[config.mk]
export PLATFORM = sky130hd
export DESIGN_NAME = dma_chan_arbiter
export DESIGN_NICKNAME = d
export VERILOG_FILES = /design/src/rtl/dma_arb_pkg.sv /design/src/rtl/dma_arb_prio_pick.sv /design/src/rtl/dma_arb_rr_pick.sv /design/src/rtl/dma_arb_uniq_chk.sv /design/src/rtl/dma_chan_arbiter.sv
export SDC_FILE = /design/constraint.sdc
export NUM_CORES = 1
export LEC_CHECK = 0
export BUFFER_PORTS_ARGS = -buffer_cell sky130_fd_sc_hd__buf_2
export CAP_MARGIN = 20
export CORE_ASPECT_RATIO = 1.25
export CORE_MARGIN = 2
export CORE_UTILIZATION = 28
export DETAILED_ROUTE_END_ITERATION = 6
export HOLD_SLACK_MARGIN = 0.06
export PLACE_DENSITY = 0.47
export SLEW_MARGIN = 20
export SYNTH_ARGS = -nofsm -noshare
export SYNTH_HDL_FRONTEND = slang
export SYNTH_SLANG_ARGS = --single-unit
[constraint.sdc]
create_clock -name clk -period 77.9 [get_ports clk]
set_input_delay 11.685 -clock clk [delete_from_list [all_inputs] [get_ports clk]]
set_output_delay 11.685 -clock clk [all_outputs]
set_load 0.01 [all_outputs]
[src/rtl/dma_arb_pkg.sv]
package dma_arb_pkg;

    // bit 0 round robin, bit 1 halt on error, bit 2 continuous link, bit 3 debug
    typedef struct packed {
        logic dbg;
        logic clink;
        logic halt;
        logic rr;
    } mode_t;

    localparam mode_t MODE_RESET = '{dbg: 1'b0, clink: 1'b0, halt: 1'b1, rr: 1'b0};

endpackage

[src/rtl/dma_arb_prio_pick.sv]
// Picks the candidate with the largest priority value; ties go to the lowest index.
module dma_arb_prio_pick #(
    parameter int NCH    = 16,
    parameter int PRIO_W = 4,
    localparam int IDX_W = (NCH > 1) ? $clog2(NCH) : 1
) (
    input  logic [NCH-1:0]             cand_i,
    input  logic [NCH-1:0][PRIO_W-1:0] prio_i,
    output logic                       found_o,
    output logic [IDX_W-1:0]           idx_o
);
    logic [PRIO_W-1:0] best;

    always_comb begin
        found_o = 1'b0;
        idx_o   = '0;
        best    = '0;
        for (int i = 0; i < NCH; i++) begin
            if (cand_i[i] && (!found_o || (prio_i[i] > best))) begin
                found_o = 1'b1;
                best    = prio_i[i];
                idx_o   = IDX_W'(i);
            end
        end
    end
endmodule

[src/rtl/dma_arb_rr_pick.sv]
// Rotating search: first candidate above last_i, wrapping around.
module dma_arb_rr_pick #(
    parameter int NCH = 16,
    localparam int IDX_W = (NCH > 1) ? $clog2(NCH) : 1
) (
    input  logic [NCH-1:0]   cand_i,
    input  logic [IDX_W-1:0] last_i,
    output logic             found_o,
    output logic [IDX_W-1:0] idx_o
);
    int pos;

    always_comb begin
        found_o = 1'b0;
        idx_o   = '0;
        pos     = 0;
        for (int k = 1; k <= NCH; k++) begin
            pos = int'(last_i) + k;
            if (pos >= NCH) pos = pos - NCH;
            if (!found_o && cand_i[pos]) begin
                found_o = 1'b1;
                idx_o   = IDX_W'(pos);
            end
        end
    end
endmodule

[src/rtl/dma_arb_uniq_chk.sv]
// Flags any pair of channels that share a priority value.
module dma_arb_uniq_chk #(
    parameter int NCH    = 16,
    parameter int PRIO_W = 4
) (
    input  logic [NCH-1:0][PRIO_W-1:0] prio_i,
    output logic                       dup_o
);
    logic [NCH*NCH-1:0] pair_eq;

    for (genvar a = 0; a < NCH; a++) begin : g_row
        for (genvar b = 0; b < NCH; b++) begin : g_col
            if (b > a) begin : g_cmp
                assign pair_eq[a*NCH+b] = (prio_i[a] == prio_i[b]);
            end else begin : g_none
                assign pair_eq[a*NCH+b] = 1'b0;
            end
        end
    end

    assign dup_o = |pair_eq;
endmodule

[src/rtl/dma_chan_arbiter.sv]
module dma_chan_arbiter
    import dma_arb_pkg::*;
#(
    parameter int NCH    = 16,
    parameter int PRIO_W = 4,
    localparam int IDX_W = (NCH > 1) ? $clog2(NCH) : 1
) (
    input  logic                       clk,
    input  logic                       rst_n,
    input  logic                       mode_we_i,
    input  logic [3:0]                 mode_wdata_i,
    input  logic [NCH-1:0]             req_i,
    input  logic [NCH-1:0][PRIO_W-1:0] prio_i,
    input  logic [NCH-1:0]             preemptable_i,
    input  logic [NCH-1:0]             can_preempt_i,
    input  logic                       eng_busy_i,
    input  logic                       eng_done_i,
    input  logic                       done_self_link_i,
    input  logic                       dbg_stall_i,
    output logic                       gnt_vld_o,
    output logic [IDX_W-1:0]           gnt_ch_o,
    output logic                       preempt_o,
    output logic                       prio_err_o,
    output logic [3:0]                 mode_o
);

    typedef struct packed {
        mode_t            mode;
        logic             act_vld;
        logic [IDX_W-1:0] act_ch;
        logic             sus_vld;
        logic [IDX_W-1:0] sus_ch;
        logic [IDX_W-1:0] last;
        logic             prio_err;
        logic             preempt;
    } state_t;

    state_t q, d;

    // ---------------- selection helpers ----------------
    logic             dup;
    logic             fx_found, rr_found, pre_found;
    logic [IDX_W-1:0] fx_idx, rr_idx, pre_idx;
    logic [NCH-1:0]   pre_cand;
    logic [PRIO_W-1:0] act_prio;

    dma_arb_uniq_chk #(.NCH(NCH), .PRIO_W(PRIO_W)) u_uniq (
        .prio_i (prio_i),
        .dup_o  (dup)
    );

    dma_arb_prio_pick #(.NCH(NCH), .PRIO_W(PRIO_W)) u_fixed (
        .cand_i  (req_i),
        .prio_i  (prio_i),
        .found_o (fx_found),
        .idx_o   (fx_idx)
    );

    dma_arb_rr_pick #(.NCH(NCH)) u_rr (
        .cand_i  (req_i),
        .last_i  (q.last),
        .found_o (rr_found),
        .idx_o   (rr_idx)
    );

    dma_arb_prio_pick #(.NCH(NCH), .PRIO_W(PRIO_W)) u_preempt (
        .cand_i  (pre_cand),
        .prio_i  (prio_i),
        .found_o (pre_found),
        .idx_o   (pre_idx)
    );

    assign act_prio = prio_i[q.act_ch];

    always_comb begin
        for (int i = 0; i < NCH; i++) begin
            pre_cand[i] = req_i[i] && can_preempt_i[i]
                        && (IDX_W'(i) != q.act_ch)
                        && (prio_i[i] > act_prio);
        end
    end

    // ---------------- next state ----------------
    logic             stall_dbg;
    logic             err_block;
    logic             start_ok;
    logic             pick_found;
    logic [IDX_W-1:0] pick_idx;
    logic             preempt_ok;

    always_comb begin
        stall_dbg  = q.mode.dbg && dbg_stall_i;
        err_block  = q.prio_err && (!q.mode.rr || q.mode.halt);
        start_ok   = !stall_dbg && !err_block;
        pick_found = q.mode.rr ? rr_found : fx_found;
        pick_idx   = q.mode.rr ? rr_idx   : fx_idx;
        preempt_ok = q.act_vld && !q.sus_vld && !eng_busy_i && !eng_done_i
                   && !q.mode.rr && start_ok
                   && preemptable_i[q.act_ch] && pre_found;

        d          = q;
        d.preempt  = 1'b0;
        d.prio_err = dup;
        if (mode_we_i) d.mode = mode_t'(mode_wdata_i);

        if (q.act_vld) begin
            if (eng_done_i) begin
                if (q.mode.clink && done_self_link_i) begin
                    // self-linked channel continues without arbitration
                    d.act_ch = q.act_ch;
                end else if (q.sus_vld) begin
                    d.act_ch  = q.sus_ch;
                    d.sus_vld = 1'b0;
                end else begin
                    d.act_vld = 1'b0;
                end
            end else if (preempt_ok) begin
                d.sus_vld = 1'b1;
                d.sus_ch  = q.act_ch;
                d.act_ch  = pre_idx;
                d.last    = pre_idx;
                d.preempt = 1'b1;
            end
        end else if (start_ok && pick_found) begin
            d.act_vld = 1'b1;
            d.act_ch  = pick_idx;
            d.last    = pick_idx;
        end
    end

    always_ff @(posedge clk or negedge rst_n) begin
        if (!rst_n) begin
            q.mode     <= MODE_RESET;
            q.act_vld  <= 1'b0;
            q.act_ch   <= '0;
            q.sus_vld  <= 1'b0;
            q.sus_ch   <= '0;
            q.last     <= IDX_W'(NCH - 1);
            q.prio_err <= 1'b0;
            q.preempt  <= 1'b0;
        end else begin
            q <= d;
        end
    end

    assign gnt_vld_o  = q.act_vld;
    assign gnt_ch_o   = q.act_ch;
    assign preempt_o  = q.preempt;
    assign prio_err_o = q.prio_err;
    assign mode_o     = q.mode;

endmodule

==> reports/metrics.csv, run 1 <==
metric,value,unit
status,"finished, final reports clean",
DR WL/cell,26.44,um
drt first pass iters,5,
R2R cell count,127,
initial antenna violation count,2,
Vias per Instance,5.922,
slew margin rel.,31.34,%
total CTS buffers,3,
PD cells,47.75,nW/um^2
First DRT Iteration DRCs,1295,
Max VDD drop,0.03173,mV
GRT Util Overall,24.18,%
Achievable Freq,25.08,MHz
Worst path slowest cell,mux4_2,
post-CTS sizing,0,
Final Cycle Share,51.18,%
Initial Utilization,28.33,%
P_leak,0.007281,uW
final RePlAce weighted congestion,0.9349,
Post-Route WL,74.84,mm
Worst Path Max Fanout,17,
hold path start,q[9],
main area contributors after synthesis,"xor2_1, ha_1, xnor2_1",
Die Span Y,272.8,um
Post-synth EDFFs,0,
row count,98,
Worst Max-Slew Pin Slew,1.020,ns
Post-synth ARST share,100.0,%
Area Growth Syn to Fin,8.920,%
max-cap viol count,0,
clock transition at the registers of the reported paths,0.06,ns
Overflow after GRT,0,
Setup CP Type,in -> reg,
I/O Buffers,133,
startpoint types,input pin,
core area,57140,sq um
Hold Crit Class,reg -> reg,
Post-CTS Setup Inserts,0,
hold_buf cts,0,
r2r setup slk,48.95,ns
fin. max-slew vios,0,
Filler Cells Inserted,6209,
Post-Syn Nets,2357,
endpoints failing setup,0,
cell count after placement,2823,
share of the synthesized area in the top cell type,19.42,%
number of global-route vias before repair,16880,
first-pass GRT wire length,109.4,mm
dominant synthesized flop cell,dfrtp_1,
H-tree depth,1,
CP Capture Type,register,
Crit path max-delay family,compound AO/OA/AOI/OAI gates,
RSZ-0062 raised after global routing,false,
final hold viol count,0,
routed via count,16770,
nets@finish,2385,
total negative slack,0,ns
fin util,30.86,%
DRT antenna net count,0,
"Arr. time, crit path",39.97,ns
Place WS,37.92,ns
clock skew,0.002347,ns
I/O Pins,134,
"Seq/Total Area, Yosys",3.131,%
DP Wirelength,54.16,mm
die area,59760,sq um
end of the critical path,gnt_ch_o[1],
ratio of cells with drive above 1 in the final layout,15.79,%
CP max stage delay,0.79,ns
CTS root buf,clkbuf_16,
most frequent CP cell,a21oi_1,
cell accounting for the most synthesized area,xor2_1,
Netlist Area Pre-Place,16190,sq um
number of distinct library cells after synthesis,106,
Yosys warnings,0,
Die W,219.1,um
DRC,0,
minimum clock period,39.87,ns
crit path launch,prio_i[60],
RR Endpoint,gnt_ch_o[1],
CTS tree,done,
clk_lat worst skew,0.25,ns
Final Non-Filler Cells,2831,
Setup WS post-layout,38.03,ns
clk sink count,20,
Longest Clk Path Bufs,2,
per-instance average area after synthesis,7.896,sq um
CP required,78.01,ns
Synth top cells by count,"xor2_1, ha_1, xnor2_1, clkbuf_1, nor4_1",
Worst path depth,127,
"FF+latch count, synth",20,
CP bufs+invs,2,
post-synthesis cell count,2050,
"count leader, synth",xor2_1,
R2R Path Start,gnt_ch_o[0],
largest net degree at the start of global routing,31,
[power by group]
group	switching, uW	total [uW]	leakage, uW	internal, uW
clock network	4.06	11.0	0.0000382	6.98
logic	480	807	0.00700	327
registers	9.99	23.8	0.000243	13.8
[cell families (layout without fill, tap and decap cells)]
group | after synthesis | after routing | synth area share, %
multiplexers | 112 | 112 | 10.78
AO/OA/AOI/OAI | 455 | 455 | 20.01
buffers and inverters | 255 | 282 | 6.392
flip-flops | 20 | 20 | 3.131
adder cells (fa/ha/maj) | 184 | 184 | 14.22
AND/OR/NAND/NOR | 533 | 533 | 18.89
XOR/XNOR | 491 | 491 | 26.57
other | 0 | 4 | 0
[cell usage in the layout (no fill, tap or decap), types with 10 or more instances in the layout]
cell type | synthesis | routed
a31oi_1 | 17 | 17
nand2_1 | 82 | 82
o21a_1 | 49 | 49
o22ai_1 | 16 | 16
a211oi_1 | 15 | 15
nand4_1 | 70 | 70
and2_1 | 18 | 18
or2_2 | 11 | 11
xor2_1 | 359 | 359
buf_2 | 5 | 133
o21ai_0 | 77 | 77
o2111ai_1 | 12 | 12
and3_1 | 10 | 10
mux2_2 | 31 | 31
nand2b_1 | 36 | 36
a21o_1 | 22 | 22
nor3_1 | 14 | 13
dfrtp_1 | 15 | 15
buf_4 | 13 | 63
nor4_1 | 116 | 116
o211ai_1 | 16 | 16
mux2i_1 | 33 | 33
nor2b_1 | 41 | 41
xnor2_1 | 132 | 132
a21oi_1 | 93 | 93
nor2_1 | 60 | 60
a41o_1 | 11 | 11
mux4_2 | 46 | 46
inv_1 | 81 | 81
ha_1 | 184 | 184
nand3_1 | 31 | 31
[metal layers]
metal	vias up	wire length, um	global-route usage, %
met3	226	2834	1.436
met2	609	38330	44.91
met4	0	5404	15.81
li1	7618	-	-
met5	-	0	0
met1	8312	28280	26.36
[worst reg2reg max path: cells and delay by family (launching register included)]
family / cells / cell delay [ns]
AO/OA/AOI/OAI: 76 / 15.52
AND/OR/NAND/NOR: 28 / 5.09
adder cells (fa/ha/maj): 16 / 4.91
multiplexers: 5 / 2.37
buffers and inverters: 2 / 0.53
flip-flops: 1 / 0.32
[flip-flops by register name (all words and copies together) (netlist names)]
name / count
prio_err_o: 1
gnt_vld_o: 1
mode_o: 4
preempt_o: 1
q: 9
gnt_ch_o: 4
[worst min-delay path by stage]
| stage | endpoint | slack, ns | cells after the start |
|---|---|---|---|
| floorplan | q[10] | 0.47 | 2 |
| global placement | q[7] | 0.50 | 1 |
| detailed placement | q[6] | 0.50 | 1 |
| CTS | q[6] | 0.51 | 1 |
| global route | q[7] | 0.54 | 1 |
| finish | q[9] | 0.52 | 1 |
[stage by stage]
step                      cell area (sq um)  power, uW  hold slack, ns
after floorplan                       16190      610.9          0.4713
after global placement                17540      804.4          0.4954
after detailed placement              17540      817.7          0.4989
after CTS                             17620      833.3          0.5111
after global routing                  17630      920.3          0.5430
final                                 17630      841.9          0.5183
[cell type report]
type / instances / area, sq um / area share, %
Multi-Input combinational cell: 1775 / 14650 / 83.10
Antenna cell: 4 / 10.01 / 0.05677
Sequential cell: 20 / 506.7 / 2.874
Timing Repair Buffer: 196 / 1139 / 6.458
Tap cell: 750 / 938.4 / 5.323
Clock buffer: 4 / 78.83 / 0.4471
Inverter: 82 / 307.8 / 1.746
Note: power is estimated with default switching activity, not from simulation.
==> run 2: changes to the inputs <==
clock period = 41.3 ns   (was 77.9 ns; I/O delays follow)
==> run 2 against run 1 <==
Net effect:
- clock power increased by 100%
- routed wire length increased by 0.46%
- design area about the same
- utilization about the same
- power increased by 88%
- worst hold slack improved by 0.012 ns
- combinational power increased by 88%
- sequential share of layout area about the same
- worst setup slack got worse by 31 ns
- critical path depth increased by 1
- register-to-register slack got worse by 37 ns
- critical endpoint is now gnt_ch_o[3]
- highest routed layer unchanged
==> reports/metrics.csv, run 2 (synthesis results as in run 1) <==
metric,value,unit,change
nets@finish,2386,,was 2385
clk sink count,20,,unchanged
DP Wirelength,54.44,mm,was 54.16 mm
Worst path slowest cell,mux4_2,,unchanged
CP bufs+invs,2,,unchanged
DR WL met3,3.013,mm,was 2.834 mm
slew margin rel.,21.20,%,was 31.34%
Longest Clk Path Bufs,2,,unchanged
core area,57140,sq um,unchanged
largest reg by FF count,q,,unchanged
CP Capture Type,register,,unchanged
Area Growth Syn to Fin,8.967,%,was 8.920%
I/O Buffers,133,,unchanged
Final Cycle Share,83.41,%,
Post-Route WL,75.19,mm,was 74.84 mm
drt first pass iters,5,,unchanged
total CTS buffers,3,,unchanged
Hold Crit Class,reg -> reg,,unchanged
top sig layer,met4,,unchanged
hold depth,1,,unchanged
Post-CTS Setup Inserts,0,,unchanged
Place WS,6.787,ns,was 37.92 ns
row count,98,,unchanged
r2r setup slk,12.32,ns,was 48.95 ns
Max VDD drop,0.05915,mV,was 0.03173 mV
PD cells,89.75,nW/um^2,was 47.75 nW/um^2
minimum clock period,34.45,ns,
die area,59760,sq um,unchanged
wire length on met1,28.27,mm,was 28.28 mm
H-tree depth,1,,unchanged
RSZ-0062 raised after global routing,false,,unchanged
endpoints failing setup,0,,unchanged
DR WL/cell,26.57,um,was 26.44 um
Worst path depth,128,,was 127
Initial Utilization,28.33,%,unchanged
max-cap viol count,0,,unchanged
fin. max-slew vios,0,,unchanged
clk_lat worst skew,0.25,ns,about the same
startpoint types,input pin,,unchanged
GRT Util Overall,24.37,%,was 24.18%
first-pass GRT wire length,110.1,mm,was 109.4 mm
Filler Cells Inserted,6139,,was 6209
CP max stage delay,0.80,ns,was 0.79 ns
hold_buf cts,0,,unchanged
Multi-input gate area,14650,sq um,about the same
largest net degree at the start of global routing,31,,unchanged
Setup WS post-layout,6.850,ns,was 38.03 ns
routed via count,16660,,was 16770
DRC,0,,unchanged
DRT antenna net count,0,,unchanged
Crit path max-delay family,compound AO/OA/AOI/OAI gates,,unchanged
ratio of cells with drive above 1 in the final layout,15.83,%,was 15.79%
R2R cell count,128,,was 127
total negative slack,0,ns,unchanged
post-CTS sizing,0,,unchanged
met2 routed WL,38.37,mm,was 38.33 mm
clock transition at the registers of the reported paths,0.06,ns,about the same
Die Span Y,272.8,um,unchanged
number of global-route vias before repair,16800,,was 16880
final RePlAce weighted congestion,0.9225,,was 0.9349
Vias per Instance,5.887,,was 5.922
CP required,41.39,ns,was 78.01 ns
final hold viol count,0,,unchanged
Die W,219.1,um,unchanged
initial antenna violation count,3,,was 2
Setup CP Type,in -> reg,,unchanged
CTS root buf,clkbuf_16,,unchanged
I/O Pins,134,,unchanged
Worst Path Max Fanout,17,,unchanged
First DRT Iteration DRCs,1312,,was 1295
Achievable Freq,29.03,MHz,
register area,506.7,sq um,unchanged
"Arr. time, crit path",34.54,ns,was 39.97 ns
status,"finished, final reports clean",,unchanged
CTS tree,done,,unchanged
P_leak,0.007290,uW,was 0.007281 uW
most frequent cells in the layout,"xor2_1, ha_1, buf_2, xnor2_1, nor4_1",,unchanged
"most common cell after layout, fill and taps aside",xor2_1,,unchanged
Worst Max-Slew Pin Slew,1.171,ns,was 1.020 ns
max reg flops,9,,unchanged
clock skew,0.002667,ns,was 0.002347 ns
Overflow after GRT,0,,unchanged
WHS,0.5303,ns,was 0.5183 ns
==> run 2: worst paths after layout <==
| kind | startpoint | to |
|---|---|---|
| min | q[7] | q[7] |
| max | prio_i[60] | gnt_ch_o[3] |
| min reg2reg | q[7] | q[7] |
| max reg2reg | gnt_ch_o[0] | gnt_ch_o[3] |
| max in group asynchronous | rst_n | q[4] |
| min in group asynchronous | rst_n | mode_o[3] |
==> run 2: final cells by class <==
| cell class | count | share of cell area [%] |
|---|---|---|
| multi-input combinational | 1775 | 83.03 |
| timing repair buffer | 197 | 6.498 |
| tap | 750 | 5.320 |
| sequential | 20 | 2.873 |
| inverter | 82 | 1.745 |
| clock buffer | 4 | 0.5037 |
| antenna | 2 | 0.02837 |
==> run 2: routing by layer <==
layer / track usage, % / up-vias
li1: - / 7612
met1: 26.59 / 8150
met2: 45.20 / 669
met3: 1.491 / 228
met4: 15.91 / 0
met5: 0 / -
==> run 2: power by group <==
group          switching, uW  leakage [uW]  internal [uW]
Sequential              18.3      0.000243           25.9
Clock                   7.28     0.0000442           14.8
Combinational            903       0.00700            614
==> run 2: through the flow <==
stage | cell area (sq um) | util [%] | power, uW | cells
6_report | 17640 | 30.87 | 1583 | 2830
5_1_grt | 17640 | 30.87 | 1741 | 2830
4_1_cts | 17630 | 30.86 | 1571 | 2828
3_5_place_dp | 17540 | 30.70 | 1539 | 2824
3_3_place_gp | 17540 | 30.70 | 1519 | 2824
2_1_floorplan | 16190 | - | 1152 | 2050
==> run 2: worst register-to-register path: cells and delay by family, from the launching register on <==
family          cells  cell delay (ns)
compound gates     74            14.96
fa+ha+maj          16             4.84
buf+inv             2             0.54
flops               1             0.32
mux                 5             2.41
simple gates       31             5.77
